### src/rtl/xbus_pkg.sv
package xbus_pkg;

    typedef enum logic [1:0] {
        ST_IDLE = 2'd0,
        ST_XFER = 2'd1,
        ST_RFSH = 2'd2,
        ST_REL  = 2'd3
    } seq_st_t;

    typedef struct packed {
        logic own_dma;
        logic burst;
    } xfer_ctx_t;

    function automatic logic release_ok(input logic brq, input logic slave_mode,
                                        input logic self_ref);
        return brq && !slave_mode && !self_ref;
    endfunction

endpackage

### src/rtl/xbus_rfsh_timer.sv
module xbus_rfsh_timer #(
    parameter int          CW       = 8,
    parameter logic [CW-1:0] RFSH_DEF = 8'd40
) (
    input  logic          clk,
    input  logic          por,
    input  logic          mrst,
    input  logic          take,
    input  logic          cfg_we,
    input  logic [CW-1:0] cfg_wdata,
    output logic          pend,
    output logic [CW-1:0] cmp_q
);
    logic [CW-1:0] cnt_q;
    logic          pend_q;

    always_ff @(posedge clk) begin
        if (por) begin
            cnt_q  <= '0;
            pend_q <= 1'b0;
            cmp_q  <= RFSH_DEF;
        end else begin
            if (cfg_we)
                cmp_q <= cfg_wdata;
            if (!mrst && cnt_q >= cmp_q) begin
                cnt_q  <= '0;
                pend_q <= 1'b1;
            end else begin
                if (!mrst)
                    cnt_q <= cnt_q + 1'b1;
                if (take)
                    pend_q <= 1'b0;
            end
        end
    end

    assign pend = pend_q;

    p_cnt_frozen_r6: assert property (@(posedge clk) disable iff (por)
        mrst |=> $stable(cnt_q));
    p_pend_hold_r6: assert property (@(posedge clk) disable iff (por)
        (mrst && !pend_q) |=> !pend_q);

endmodule

### src/rtl/xbus_seq.sv
module xbus_seq
    import xbus_pkg::*;
#(
    parameter int BEATS = 4,
    localparam int BW = $clog2(BEATS)
) (
    input  logic          clk,
    input  logic          por,
    input  logic          mrst,
    input  logic          slave_mode,
    input  logic          dma_req,
    input  logic          dma_burst,
    input  logic          cpu_req,
    input  logic          cpu_burst,
    input  logic          brq,
    input  logic          self_ref,
    input  logic          mem_ack,
    input  logic          rf_pend,
    output logic          rf_take,
    output seq_st_t       st,
    output xfer_ctx_t     ctx,
    output logic [BW-1:0] beat
);
    localparam logic [BW-1:0] LAST = BW'(BEATS - 1);

    seq_st_t       st_q, st_n;
    xfer_ctx_t     ctx_q, ctx_n;
    logic [BW-1:0] beat_q, beat_n;
    logic          rel_go;

    assign rel_go = release_ok(brq, slave_mode, self_ref);

    always_comb begin
        st_n    = st_q;
        ctx_n   = ctx_q;
        beat_n  = beat_q;
        rf_take = 1'b0;
        unique case (st_q)
            ST_IDLE: begin
                if (rel_go) begin
                    st_n = ST_REL;
                end else if (rf_pend) begin
                    st_n    = ST_RFSH;
                    rf_take = 1'b1;
                end else if (!mrst && dma_req) begin
                    st_n   = ST_XFER;
                    ctx_n  = '{own_dma: 1'b1, burst: dma_burst};
                    beat_n = '0;
                end else if (!mrst && cpu_req) begin
                    st_n   = ST_XFER;
                    ctx_n  = '{own_dma: 1'b0, burst: cpu_burst};
                    beat_n = '0;
                end
            end
            ST_XFER: begin
                if (mem_ack) begin
                    if (ctx_q.burst && beat_q != LAST && !mrst) begin
                        beat_n = beat_q + 1'b1;
                    end else begin
                        st_n   = ST_IDLE;
                        beat_n = '0;
                    end
                end
            end
            ST_RFSH: if (mem_ack) st_n = ST_IDLE;
            ST_REL:  if (!brq)    st_n = ST_IDLE;
            default: st_n = ST_IDLE;
        endcase
    end

    always_ff @(posedge clk) begin
        if (por) begin
            st_q   <= ST_IDLE;
            ctx_q  <= '0;
            beat_q <= '0;
        end else begin
            st_q   <= st_n;
            ctx_q  <= ctx_n;
            beat_q <= beat_n;
        end
    end

    assign st   = st_q;
    assign ctx  = ctx_q;
    assign beat = beat_q;

    p_no_start_mrst_r4: assert property (@(posedge clk) disable iff (por)
        (st_q == ST_IDLE && mrst) |=> st_q != ST_XFER);
    p_burst_cut_r5: assert property (@(posedge clk) disable iff (por)
        (st_q == ST_XFER && mrst && mem_ack) |=> st_q == ST_IDLE);
    p_beat_hold_r8: assert property (@(posedge clk) disable iff (por)
        (st_q == ST_XFER && !mem_ack) |=> ($stable(beat_q) && st_q == ST_XFER));
    p_selfref_hold_r11: assert property (@(posedge clk) disable iff (por)
        (st_q == ST_IDLE && self_ref) |=> st_q != ST_REL);

endmodule

### src/rtl/xbus_ctrl.sv
module xbus_ctrl
    import xbus_pkg::*;
#(
    parameter int            CW       = 8,
    parameter logic [CW-1:0] RFSH_DEF = 8'd40
) (
    input  logic          clk,
    input  logic          por,
    input  logic          mrst,
    input  logic          slave_mode,
    input  logic          dma_req,
    input  logic          dma_burst,
    input  logic          cpu_req,
    input  logic          cpu_burst,
    input  logic          brq,
    input  logic          self_ref,
    input  logic          mem_ack,
    input  logic          cfg_we,
    input  logic [CW-1:0] cfg_wdata,
    output logic          cyc_on,
    output logic          cyc_dma,
    output logic [1:0]    beat_no,
    output logic          rfsh_on,
    output logic          drv_en,
    output logic          rel_ack,
    output logic [CW-1:0] cmp_q
);
    localparam int BEATS = 4;
    localparam int BW    = $clog2(BEATS);

    logic          rf_pend, rf_take;
    seq_st_t       st;
    xfer_ctx_t     ctx;
    logic [BW-1:0] beat;

    xbus_rfsh_timer #(.CW(CW), .RFSH_DEF(RFSH_DEF)) u_timer (
        .clk(clk), .por(por), .mrst(mrst), .take(rf_take),
        .cfg_we(cfg_we), .cfg_wdata(cfg_wdata),
        .pend(rf_pend), .cmp_q(cmp_q)
    );

    xbus_seq #(.BEATS(BEATS)) u_seq (
        .clk(clk), .por(por), .mrst(mrst), .slave_mode(slave_mode),
        .dma_req(dma_req), .dma_burst(dma_burst),
        .cpu_req(cpu_req), .cpu_burst(cpu_burst),
        .brq(brq), .self_ref(self_ref), .mem_ack(mem_ack),
        .rf_pend(rf_pend), .rf_take(rf_take),
        .st(st), .ctx(ctx), .beat(beat)
    );

    assign cyc_on  = (st == ST_XFER) && !por;
    assign cyc_dma = cyc_on && ctx.own_dma;
    assign beat_no = por ? 2'b00 : 2'(beat);
    assign rfsh_on = (st == ST_RFSH) && !por;
    assign rel_ack = (st == ST_REL) && !por && !mrst;
    assign drv_en  = !(por && slave_mode) && (st != ST_REL);

    p_por_quiet_r1: assert property (@(posedge clk)
        por |-> !(cyc_on || rfsh_on || rel_ack || cyc_dma));
    p_slave_drv_r2: assert property (@(posedge clk)
        (por && slave_mode) |-> !drv_en);
    p_relack_mrst_r10: assert property (@(posedge clk)
        mrst |-> !rel_ack);
    p_excl_r9: assert property (@(posedge clk) disable iff (por)
        $onehot0({cyc_on, rfsh_on, rel_ack}));
    p_cmp_keep_r3: assert property (@(posedge clk) disable iff (por)
        (mrst && !cfg_we) |=> $stable(cmp_q));

endmodule

### config.mk
export PLATFORM = sky130hd
export DESIGN_NAME = xbus_ctrl
export DESIGN_NICKNAME = d
export VERILOG_FILES = /design/src/rtl/xbus_pkg.sv /design/src/rtl/xbus_rfsh_timer.sv /design/src/rtl/xbus_seq.sv /design/src/rtl/xbus_ctrl.sv
export SDC_FILE = /design/constraint.sdc
export NUM_CORES = 1
export LEC_CHECK = 0
export CORE_MARGIN = 1
export CORE_UTILIZATION = 52
export DETAILED_ROUTE_END_ITERATION = 10
export GPL_TIMING_DRIVEN = 0
export MAX_ROUTING_LAYER = met4
export PLACE_DENSITY = 0.84
export SETUP_SLACK_MARGIN = 0.2
export SYNTH_ARGS = -nofsm -noshare
export SYNTH_HDL_FRONTEND = slang
export SYNTH_HIERARCHICAL = 1
export SYNTH_SLANG_ARGS = --single-unit
### constraint.sdc
create_clock -name clk -period 5.23 [get_ports clk]
set_input_delay 1.046 -clock clk [delete_from_list [all_inputs] [get_ports clk]]
set_output_delay 1.046 -clock clk [all_outputs]
set_load 0.02 [all_outputs]
=== After elaboration in Yosys (flattened, before gate mapping) ===
Index checks and enable logic that the tools add are counted.

* Bits in registers: 23
* Bits of input ports: 20
* Logic and storage cells: 76

* Bitwise operators: 2
* Reduce and logical (&&, ||, !) cells: 27
* Order comparisons: 1
* Add/subtract/negate cells: 2
* Muxes and demuxes: 24
* Eq/ne operators: 13

{| class="wikitable"
|+ Operator list
! cell !! count
|-
| $mux 2 || 17
|-
| $ne 2x2->1 const B || 8
|-
| $logic_and 1x1->1 || 14
|-
| $reduce_and 5->1 || 2
|-
| $add 8x1->8 const B || 1
|-
| $ge 8x8->1 || 1
|-
| $pmux 2 s4 || 1
|-
| $reduce_bool 2->1 || 3
|-
| $logic_not 1->1 || 5
|-
| $mux 1 || 5
|-
| $ne 5x2->1 const B || 1
|-
| $eq 2x2->1 const B || 2
|-
| $pmux 2 s2 || 1
|-
| $reduce_and 4->1 || 1
|-
| $ne 3x1->1 const B || 1
|-
| $add 2x1->2 const B || 1
|-
| $eq 2x1->1 const B || 1
|-
| $logic_not 2->1 || 1
|-
| $not 1->1 || 2
|-
| $reduce_or 2->1 || 1
|}

=== Depth between registers and ports, before layout ===
Gate-level depths: netlist of the first run.

* Word-level depth: 7
* Mapped depth: 7

=== Modules after synthesis ===
Netlist of the first run, hierarchy kept.

{| class="wikitable"
|+ By module, submodules not included
! module !! cells each !! sequential area each (um^2) !! area each (um^2) !! times used
|-
| xbus_rfsh_timer || 95 || 340.3 || 942.2 || 1
|-
| xbus_seq || 42 || 120.1 || 385.4 || 1
|-
| xbus_ctrl || 7 || 0.0 || 65.1 || 1
|}

=== Least setup slack after synthesis of the first run ===
OpenSTA, ideal clock, no wires.

* Path kind: input to output
* From: input por
* To: output cyc_on
* Stages on the path: 1
* Setup slack: 2.611 ns
* Arrival time: 1.573 ns
* Path buffers: 0
* Cells stage by stage: nor3b_1

* Cells in the longest elaborated chain, start to end: 2

{| class="wikitable"
|+ RTL lines
! element !! line !! RTL
|-
| from (decl) || xbus_ctrl.sv:8 || <nowiki>input logic por,</nowiki>
|-
| $logic_not 1->1 || xbus_ctrl.sv:51 || <nowiki>assign cyc_on = (st == ST_XFER) && !por;</nowiki>
|-
| $logic_and 1x1->1 || xbus_ctrl.sv:51 ||
|-
| to (decl) || xbus_ctrl.sv:20 || <nowiki>output logic cyc_on,</nowiki>
|}

Every way passes these cells.

=== Worst setup path after layout of the first run ===
* From: input por
* To: output cyc_dma

* Cells in the longest elaborated chain, start to end: 3

{| class="wikitable"
|+ RTL lines
! element !! line !! RTL
|-
| $logic_not 1->1 || xbus_ctrl.sv:51 ||
|-
| $logic_and 1x1->1 || xbus_ctrl.sv:51 ||
|-
| $logic_and 1x1->1 || xbus_ctrl.sv:52 || <nowiki>assign cyc_dma = cyc_on && ctx.own_dma;</nowiki>
|-
| to (decl) || xbus_ctrl.sv:21 || <nowiki>output logic cyc_dma,</nowiki>
|}

Every way passes these cells.

==> summary.txt, run 1 <==
Outcome
  – Status: finished, final reports clean

Global routing
  – All-Layer GR Usage: around 24%
  – Wire length of the first global-routing pass: 4.80 mm
  – Overall overflow remaining after global route: 0
  – Pin count of the biggest net entering global routing: 22
  – Antenna violations before repair: 0
  – Via count of the first global-routing pass: 1051

Routing
  – DRC marker count from the first detailed-route iteration: 18
  – First-pass DRT Iterations: 4
  – Vias after detailed routing: 1139
  – Average wire per cell in the routed design: ~14 um
  – DRC violations left: 0
  – Post-Route WL: between 3 and 4 mm
  – Detail-routed via count per cell: 5.40
  – Antenna-violating nets left: 0

Layout
  – Area growth from synthesis to layout: 28.4%
  – Antenna fix cells: 0
  – Layout net count: 212
  – Fill cell count: ~210
  – Sequential standard cell area: 460 um^2
  – Area of the multi-input gates: around 870 um^2
  – Ratio of cells with drive above 1 in the final layout: ~11%

Timing
  – Fmax: 256 MHz
  – Final worst path period need: between 3 and 4 ns
  – Final period util: 74.7%
  – Fin. Hold Viols: 0
  – Unrepaired setup endpoints after global routing: false
  – Pin slew with the least headroom to its limit: a little under 0.7 ns
  – Final total negative setup slack: 0 ns
  – Least setup slack across all paths after layout: 1.33 ns
  – Final max-slew violation count: 0
  – Clock Skew: 0.00422 ns
  – Number of failing setup endpoints in the final timing report: 0
  – Headroom to the max-slew limit: 53.5%

Critical path
  – Worst reg-to-reg path cell count: 6
  – Category of the most critical setup path: in2out
  – Reg-to-reg slack, setup: 3.28 ns
  – R2r startpoint: u_timer/cnt_q[0]
  – Critical Path Sink Type: output pin
  – Data arrival at the endpoint of the critical path: 2.86 ns
  – Required time reported for the critical path endpoint: 4.18 ns
  – Maximum fanout along the worst path: 21
  – Reg-to-reg endpoint: u_timer/cnt_q[1]
  – CP Launch Type: input port
  – CP endpoint: cyc_dma
  – Worst Setup SP: por

Clock tree
  – Max Buffers Root-to-Sink: 2
  – Clock latency at the later pin of the worst-skew pair: 0.31 ns
  – CTS sink count: 23
  – Library cell used as clock root buffer: sky130_fd_sc_hd__clkbuf_4
  – TritonCTS clock tree: yes
  – Number of buffers created by CTS: 3
  – H-tree level count: 1
  – Count of hold-fix buffers inserted at cts: 0
  – Post-cts sizing count: 0
  – Post-CTS Setup Inserts: 0
  – Clock-pin slew reported for the worst setup and hold paths after clock tree synthesis: around 0.13 ns

Synth
  – Cell count after synthesis: between 100 and 150
  – Number of flops mapped to enable cells by yosys: 0
  – Number of warning messages in the yosys log: 6
  – Number of storage elements in the synthesis netlist: 23
  – Avg Synthesized Cell Area: between 9 and 10 um^2
  – Synth Flop Type: sky130_fd_sc_hd__dfxtp_1
  – Async set or reset register ratio after synthesis: 0%
  – Post-Syn Nets: 174
  – Sequential cell area fraction in the yosys report: 33.1%
  – Yosys cell types: between 40 and 50
  – Syn Std Cell Area: 0.00139 mm^2

Pwr
  – Power density cells: about 200 mW/mm^2
  – Leakage: 0.000740 uW
  – Worst IR Drop VDD: 152 uV

Floorplan
  – Top-Level Pins: 35
  – Height of the die: 53.8 um
  – Std cell rows: 18
  – Area enclosed by the die boundary: 0.00289 mm^2
  – Area of the core: ~0.0025 mm^2
  – Initial standard-cell utilization of the core: 55.7%
  – Die extent in x: 53.8 um

Placed design
  – Weighted congestion at the end of routability-driven global placement: slightly below 0.8
  – Detailed placement HPWL: about 2.4 mm
  – Number of buffers added on ports: 33
  – DP Worst Slack: ~1.3 ns

Worst hold path
  – Count of cells along the worst hold path: 2
  – Hold Crit Class: reg2reg

Flow run
  – Number of max-capacitance violations reported: 0
## synth_stat cells, types with 2 or more instances
master,n,area share [%]
sky130_fd_sc_hd__dfxtp_1,23,33
sky130_fd_sc_hd__inv_1,12,3.2
sky130_fd_sc_hd__nor2_1,12,3.2
sky130_fd_sc_hd__ha_1,10,9.0
sky130_fd_sc_hd__nand2_1,10,2.7
sky130_fd_sc_hd__a211oi_1,9,4.9
sky130_fd_sc_hd__mux2i_1,8,5.8
sky130_fd_sc_hd__nor2b_1,4,1.8
sky130_fd_sc_hd__xnor2_1,4,2.5
sky130_fd_sc_hd__a21oi_1,3,1.1
sky130_fd_sc_hd__and2b_2,3,1.9
sky130_fd_sc_hd__nor3b_1,3,1.6
sky130_fd_sc_hd__o211ai_1,3,1.6
sky130_fd_sc_hd__o21ai_0,3,1.1
sky130_fd_sc_hd__xor2_1,3,1.9
sky130_fd_sc_hd__and3_1,2,0.90
sky130_fd_sc_hd__and4bb_2,2,1.8
sky130_fd_sc_hd__clkbuf_1,2,0.54
sky130_fd_sc_hd__mux2_1,2,1.6
sky130_fd_sc_hd__nand2b_1,2,0.90
sky130_fd_sc_hd__nand3_1,2,0.72
sky130_fd_sc_hd__nor3_1,2,0.72
## sequential cells by signal (all words and copies together), names as in the netlist
name,flops
u_seq/beat,2
u_timer/cmp_q,8
u_timer/pend,1
u_seq/st,2
u_seq/ctx,2
u_timer/cnt_q,8
## how the worst min path moves through the flow
stage,startpoint,end
floorplan,u_seq/ctx[1],u_seq/ctx[1]
global placement,u_seq/ctx[1],u_seq/ctx[1]
detailed placement,u_seq/ctx[1],u_seq/ctx[1]
CTS,u_seq/ctx[1],u_seq/ctx[1]
global route,u_seq/ctx[1],u_seq/ctx[1]
finish,u_seq/ctx[1],u_seq/ctx[1]
## cell type report
cell class	instances	share of cell area [%]
Inverter	12	2.52
Clock buffer	3	1.26
Clock inverter	1	0.280
Multi-Input combinational cell	106	48.9
Sequential cell	23	25.8
Timing Repair Buffer	33	18.5
Buffer	3	0.700
Tap cell	30	2.10
## per-layer routing
| layer | vias to the layer above | track usage (%) | share of wire [%] |
|---|---|---|---|
| met3 | 2 | 2.54 | 2.3 |
| met5 | - | - | 0 |
| met2 | 13 | 42.6 | 52 |
| li1 | 586 | - | - |
| met4 | 0 | 9.21 | 0.69 |
| met1 | 538 | 28.0 | 45 |
## worst max-delay path, cell delays in order
cell and delay [ns]:
sky130_fd_sc_hd__clkdlybuf4s50_1 0.76, sky130_fd_sc_hd__and4bb_2 0.45, sky130_fd_sc_hd__clkdlybuf4s50_1 0.60
## through the flow
step	total power (uW)	std cells	hold slack [ns]	utilization (%)	instance area, um^2
final	363	211	0.491	71.5	1790
after global routing	381	211	0.518	71.5	1790
after CTS	368	211	0.496	71.5	1790
after detailed placement	282	207	0.477	70.4	1760
after global placement	278	207	0.461	70.4	1760
after floorplan	245	144	0.436	-	1390
## cells in the final DEF (no fill, tap or decap), types with 2 or more instances in the layout
cell | Yosys | routed
sky130_fd_sc_hd__nor2b_1 | 4 | 4
sky130_fd_sc_hd__o211ai_1 | 3 | 3
sky130_fd_sc_hd__xor2_1 | 3 | 3
sky130_fd_sc_hd__clkbuf_1 | 2 | 2
sky130_fd_sc_hd__and4bb_2 | 2 | 2
sky130_fd_sc_hd__nand3_1 | 2 | 2
sky130_fd_sc_hd__a21oi_1 | 3 | 3
sky130_fd_sc_hd__and3_1 | 2 | 2
sky130_fd_sc_hd__clkdlybuf4s50_1 | 0 | 33
sky130_fd_sc_hd__a211oi_1 | 9 | 9
sky130_fd_sc_hd__nor2_1 | 12 | 12
sky130_fd_sc_hd__nor3b_1 | 3 | 3
sky130_fd_sc_hd__o21ai_0 | 3 | 3
sky130_fd_sc_hd__xnor2_1 | 4 | 4
sky130_fd_sc_hd__mux2_1 | 2 | 2
sky130_fd_sc_hd__dfxtp_1 | 23 | 23
sky130_fd_sc_hd__nand2b_1 | 2 | 2
sky130_fd_sc_hd__clkbuf_4 | 0 | 3
sky130_fd_sc_hd__and2b_2 | 3 | 3
sky130_fd_sc_hd__inv_1 | 12 | 12
sky130_fd_sc_hd__mux2i_1 | 8 | 8
sky130_fd_sc_hd__nor3_1 | 2 | 2
sky130_fd_sc_hd__nand2_1 | 10 | 10
sky130_fd_sc_hd__ha_1 | 10 | 10
## cell families after synthesis
group                    Yosys count  synth area share, %
adder cells (fa/ha/maj)           10                 8.98
AO/OA/AOI/OAI                     29                 17.9
buffers and inverters             15                 4.13
XOR/XNOR                           7                 4.40
multiplexers                      10                 7.37
flip-flops                        23                 33.1
AND/OR/NAND/NOR                   50                 24.2
## power breakdown
group	internal, uW	switching [uW]	total [uW]	leakage [uW]
sequential	183	9.77	193	0.000188
combinational	45.7	39.8	85.5	0.000534
clock	28.6	55.4	83.9	0.0000177
Note: power is estimated with default switching activity, not from simulation.
==> run 2, diff against run 1 <==
--- a/config.mk
+++ b/config.mk
@@ -6,11 +6,11 @@
 export NUM_CORES = 1
 export LEC_CHECK = 0
 export CORE_MARGIN = 1
-export CORE_UTILIZATION = 52
+export CORE_UTILIZATION = 44
 export DETAILED_ROUTE_END_ITERATION = 10
 export GPL_TIMING_DRIVEN = 0
 export MAX_ROUTING_LAYER = met4
-export PLACE_DENSITY = 0.84
+export PLACE_DENSITY = 0.76
 export SETUP_SLACK_MARGIN = 0.2
 export SYNTH_ARGS = -nofsm -noshare
 export SYNTH_HDL_FRONTEND = slang
==> constraint.sdc (replaced) <==
create_clock -name clk -period 3.2 [get_ports clk]
set_input_delay 0.64 -clock clk [delete_from_list [all_inputs] [get_ports clk]]
set_output_delay 0.64 -clock clk [all_outputs]
set_load 0.02 [all_outputs]
==> summary.txt, run 2 (synthesized netlist as in run 1, its figures left out) <==
Pwr
  – Comb pwr share: 23.5% (about the same)
  – Worst IR Drop VDD: 302 uV (+99%)
  – Share of power burned in registers: 53.5% (+0.2 points)
  – Net Sw Frac: 28.7% (-0.26 points)
  – Clock share of power: 23.0% (-0.2 points)
  – Psw: 169 uW (+61%)
  – Leakage: 0.000741 uW (+0.18%)
  – Internal Pwr Total: 421 uW (+63%)
  – Power density cells: 327 mW/mm^2 (+61%)

Timing
  – Final worst path period need: ~2.8 ns
  – Final period util: 86.4%
  – Final total negative setup slack: 0 ns (unchanged)
  – Number of failing setup endpoints in the final timing report: 0 (unchanged)
  – Headroom to the max-slew limit: 53.3% (-0.20 points)
  – Clock Skew: 0.0118 ns (+0.00761 ns)
  – Pin slew with the least headroom to its limit: 0.700 ns (+0.00525 ns)
  – Fin. Hold Viols: 0 (unchanged)
  – Hold slack final: 0.510 ns (+0.0185 ns)
  – Unrepaired setup endpoints after global routing: false
  – Final max-slew violation count: 0 (unchanged)
  – Fmax: 362 MHz

Routing
  – Antenna-violating nets left: 0 (unchanged)
  – DRC marker count from the first detailed-route iteration: 18 (unchanged)
  – Average wire per cell in the routed design: 13.6 um (-6.2%)
  – Post-Route WL: 3.06 mm (unchanged)
  – Vias after detailed routing: 1142 (+0.26%)
  – DRC violations left: 0 (unchanged)
  – Detail-routed via count per cell: 5.08 (-6.0%)
  – First-pass DRT Iterations: 4 (unchanged)

Critical path
  – Data arrival at the endpoint of the critical path: 2.12 ns (-0.74 ns)
  – Critical Path Sink Type: output pin
  – Required time reported for the critical path endpoint: 2.56 ns (-1.62 ns)
  – R2r startpoint: u_timer/cnt_q[0]
  – Category of the most critical setup path: in2out
  – Worst reg-to-reg path cell count: 6 (unchanged)
  – Maximum fanout along the worst path: 21 (unchanged)
  – CP Launch Type: input port
  – Reg-to-reg endpoint: u_timer/cnt_q[0]
  – Reg-to-reg slack, setup: 1.31 ns (-1.97 ns)

Clock tree
  – CTS sink count: 23 (unchanged)
  – H-tree level count: 1 (unchanged)
  – Clock latency at the later pin of the worst-skew pair: 0.32 ns (about the same)
  – Library cell used as clock root buffer: sky130_fd_sc_hd__clkbuf_4
  – Clock-pin slew reported for the worst setup and hold paths after clock tree synthesis: 0.12 ns (about the same)
  – Max Buffers Root-to-Sink: 2 (unchanged)
  – TritonCTS clock tree: yes
  – Count of hold-fix buffers inserted at cts: 0 (unchanged)
  – Number of buffers created by CTS: 3 (unchanged)

Floorplan
  – Area of the core: 0.00303 mm^2 (+21%)
  – Initial standard-cell utilization of the core: 46.0% (-9.7 points)
  – Top-Level Pins: 35 (unchanged)
  – Die extent in x: 58.3 um (+8.4%)
  – Height of the die: 58.3 um (+8.4%)
  – Std cell rows: 20 (+2)
  – Area enclosed by the die boundary: 0.00339 mm^2 (+17%)

Global routing
  – Antenna violations before repair: 0 (unchanged)
  – Wire length of the first global-routing pass: 5.20 mm (+8.5%)
  – Via count of the first global-routing pass: 1163 (+11%)
  – All-Layer GR Usage: 20.8% (-3.4 points)
  – Pin count of the biggest net entering global routing: 22 (unchanged)
  – Overall overflow remaining after global route: 0 (unchanged)

Worst hold path
  – Count of cells along the worst hold path: 2 (unchanged)
  – Capture endpoint of the worst hold path: u_seq/ctx[1]
  – Hold Crit Class: reg2reg
  – Beginning of the worst hold path: u_seq/ctx[1]

Flow run
  – Number of max-capacitance violations reported: 0 (unchanged)

Layout
  – Ratio of cells with drive above 1 in the final layout: 11.0% (unchanged)
  – Commonest non-fill, non-tap cells in the layout: sky130_fd_sc_hd__clkdlybuf4s50_1 (32), sky130_fd_sc_hd__dfxtp_1 (23), sky130_fd_sc_hd__nor2_1 (12), sky130_fd_sc_hd__inv_1 (12)
  – Most common cell after layout, fill and taps aside: sky130_fd_sc_hd__clkdlybuf4s50_1
  – Area growth from synthesis to layout: 29.6%
  – Layout net count: 212 (unchanged)
  – Largest registers in the final layout: u_timer/cmp_q (8), u_timer/cnt_q (8)
  – Antenna fix cells: 0 (unchanged)

Outcome
  – Status: finished, final reports clean

Placed design
  – Weighted congestion at the end of routability-driven global placement: 0.794 (+3.1%)
  – Detailed placement HPWL: 2.40 mm (-0.64%)
  – Number of buffers added on ports: 33 (unchanged)
run 2: worst max-delay path by stage:
stage | end | slack (ns) | depth (start not counted) | from
global route | beat_no[1] | 0.33 | 3 | por
CTS | rel_ack | 0.42 | 3 | por
finish | rel_ack | 0.44 | 3 | por
global placement | cyc_dma | 0.12 | 3 | por
detailed placement | rel_ack | 0.09 | 3 | por
floorplan | cyc_on | 1.39 | 1 | por
run 2: through the flow:
stage | instance area (um^2) | setup slack [ns] | total power, uW | instances | utilization (%)
floorplan | 1390 | 1.39 | 400 | 144 | -
global placement | 1780 | 0.123 | 455 | 221 | 58.7
detailed placement | 1780 | 0.0863 | 461 | 221 | 58.7
CTS | 1800 | 0.417 | 599 | 225 | 59.6
global route | 1800 | 0.326 | 621 | 225 | 59.6
finish | 1800 | 0.435 | 590 | 225 | 59.6
run 2: power groups by stage:
stage,Clock (uW),Sequential (uW),Combinational [uW]
3_3_place_gp,0,321,134
4_1_cts,143,316,139
6_report,135,316,139
5_1_grt,153,318,151
2_1_floorplan,0,326,74.0
3_5_place_dp,0,322,139
run 2: what timing repair did:
item	4_1_cts	5_1_grt
resized for setup	1	0
buffers inserted	0	0
setup endpoints to repair	7	0
endpoints found under the hold margin	0	0
run 2: cell type report:
type | instances | area (um^2)
inverter | 12 | 45.0
timing repair buffer | 33 | 329
fill | 275 | 1220
clock buffer | 3 | 22.5
multi-input combinational | 106 | 875
clock inverter | 1 | 5.00
sequential | 23 | 460
buffer | 3 | 12.5
tap | 44 | 55.1
run 2: critical path, cell delays in order:
cell and delay (ns):
sky130_fd_sc_hd__dlygate4sd2_1 0.65, sky130_fd_sc_hd__and4bb_2 0.30, sky130_fd_sc_hd__clkdlybuf4s50_1 0.53
run 2: routing by layer:
layer | global-route usage (%) | share of wire (%) | wire, um
met1 | 21.7 | 42 | 1270
met2 | 39.1 | 53 | 1620
met3 | 5.58 | 4.4 | 133
met4 | 4.08 | 0.95 | 29
met5 | - | 0 | 0
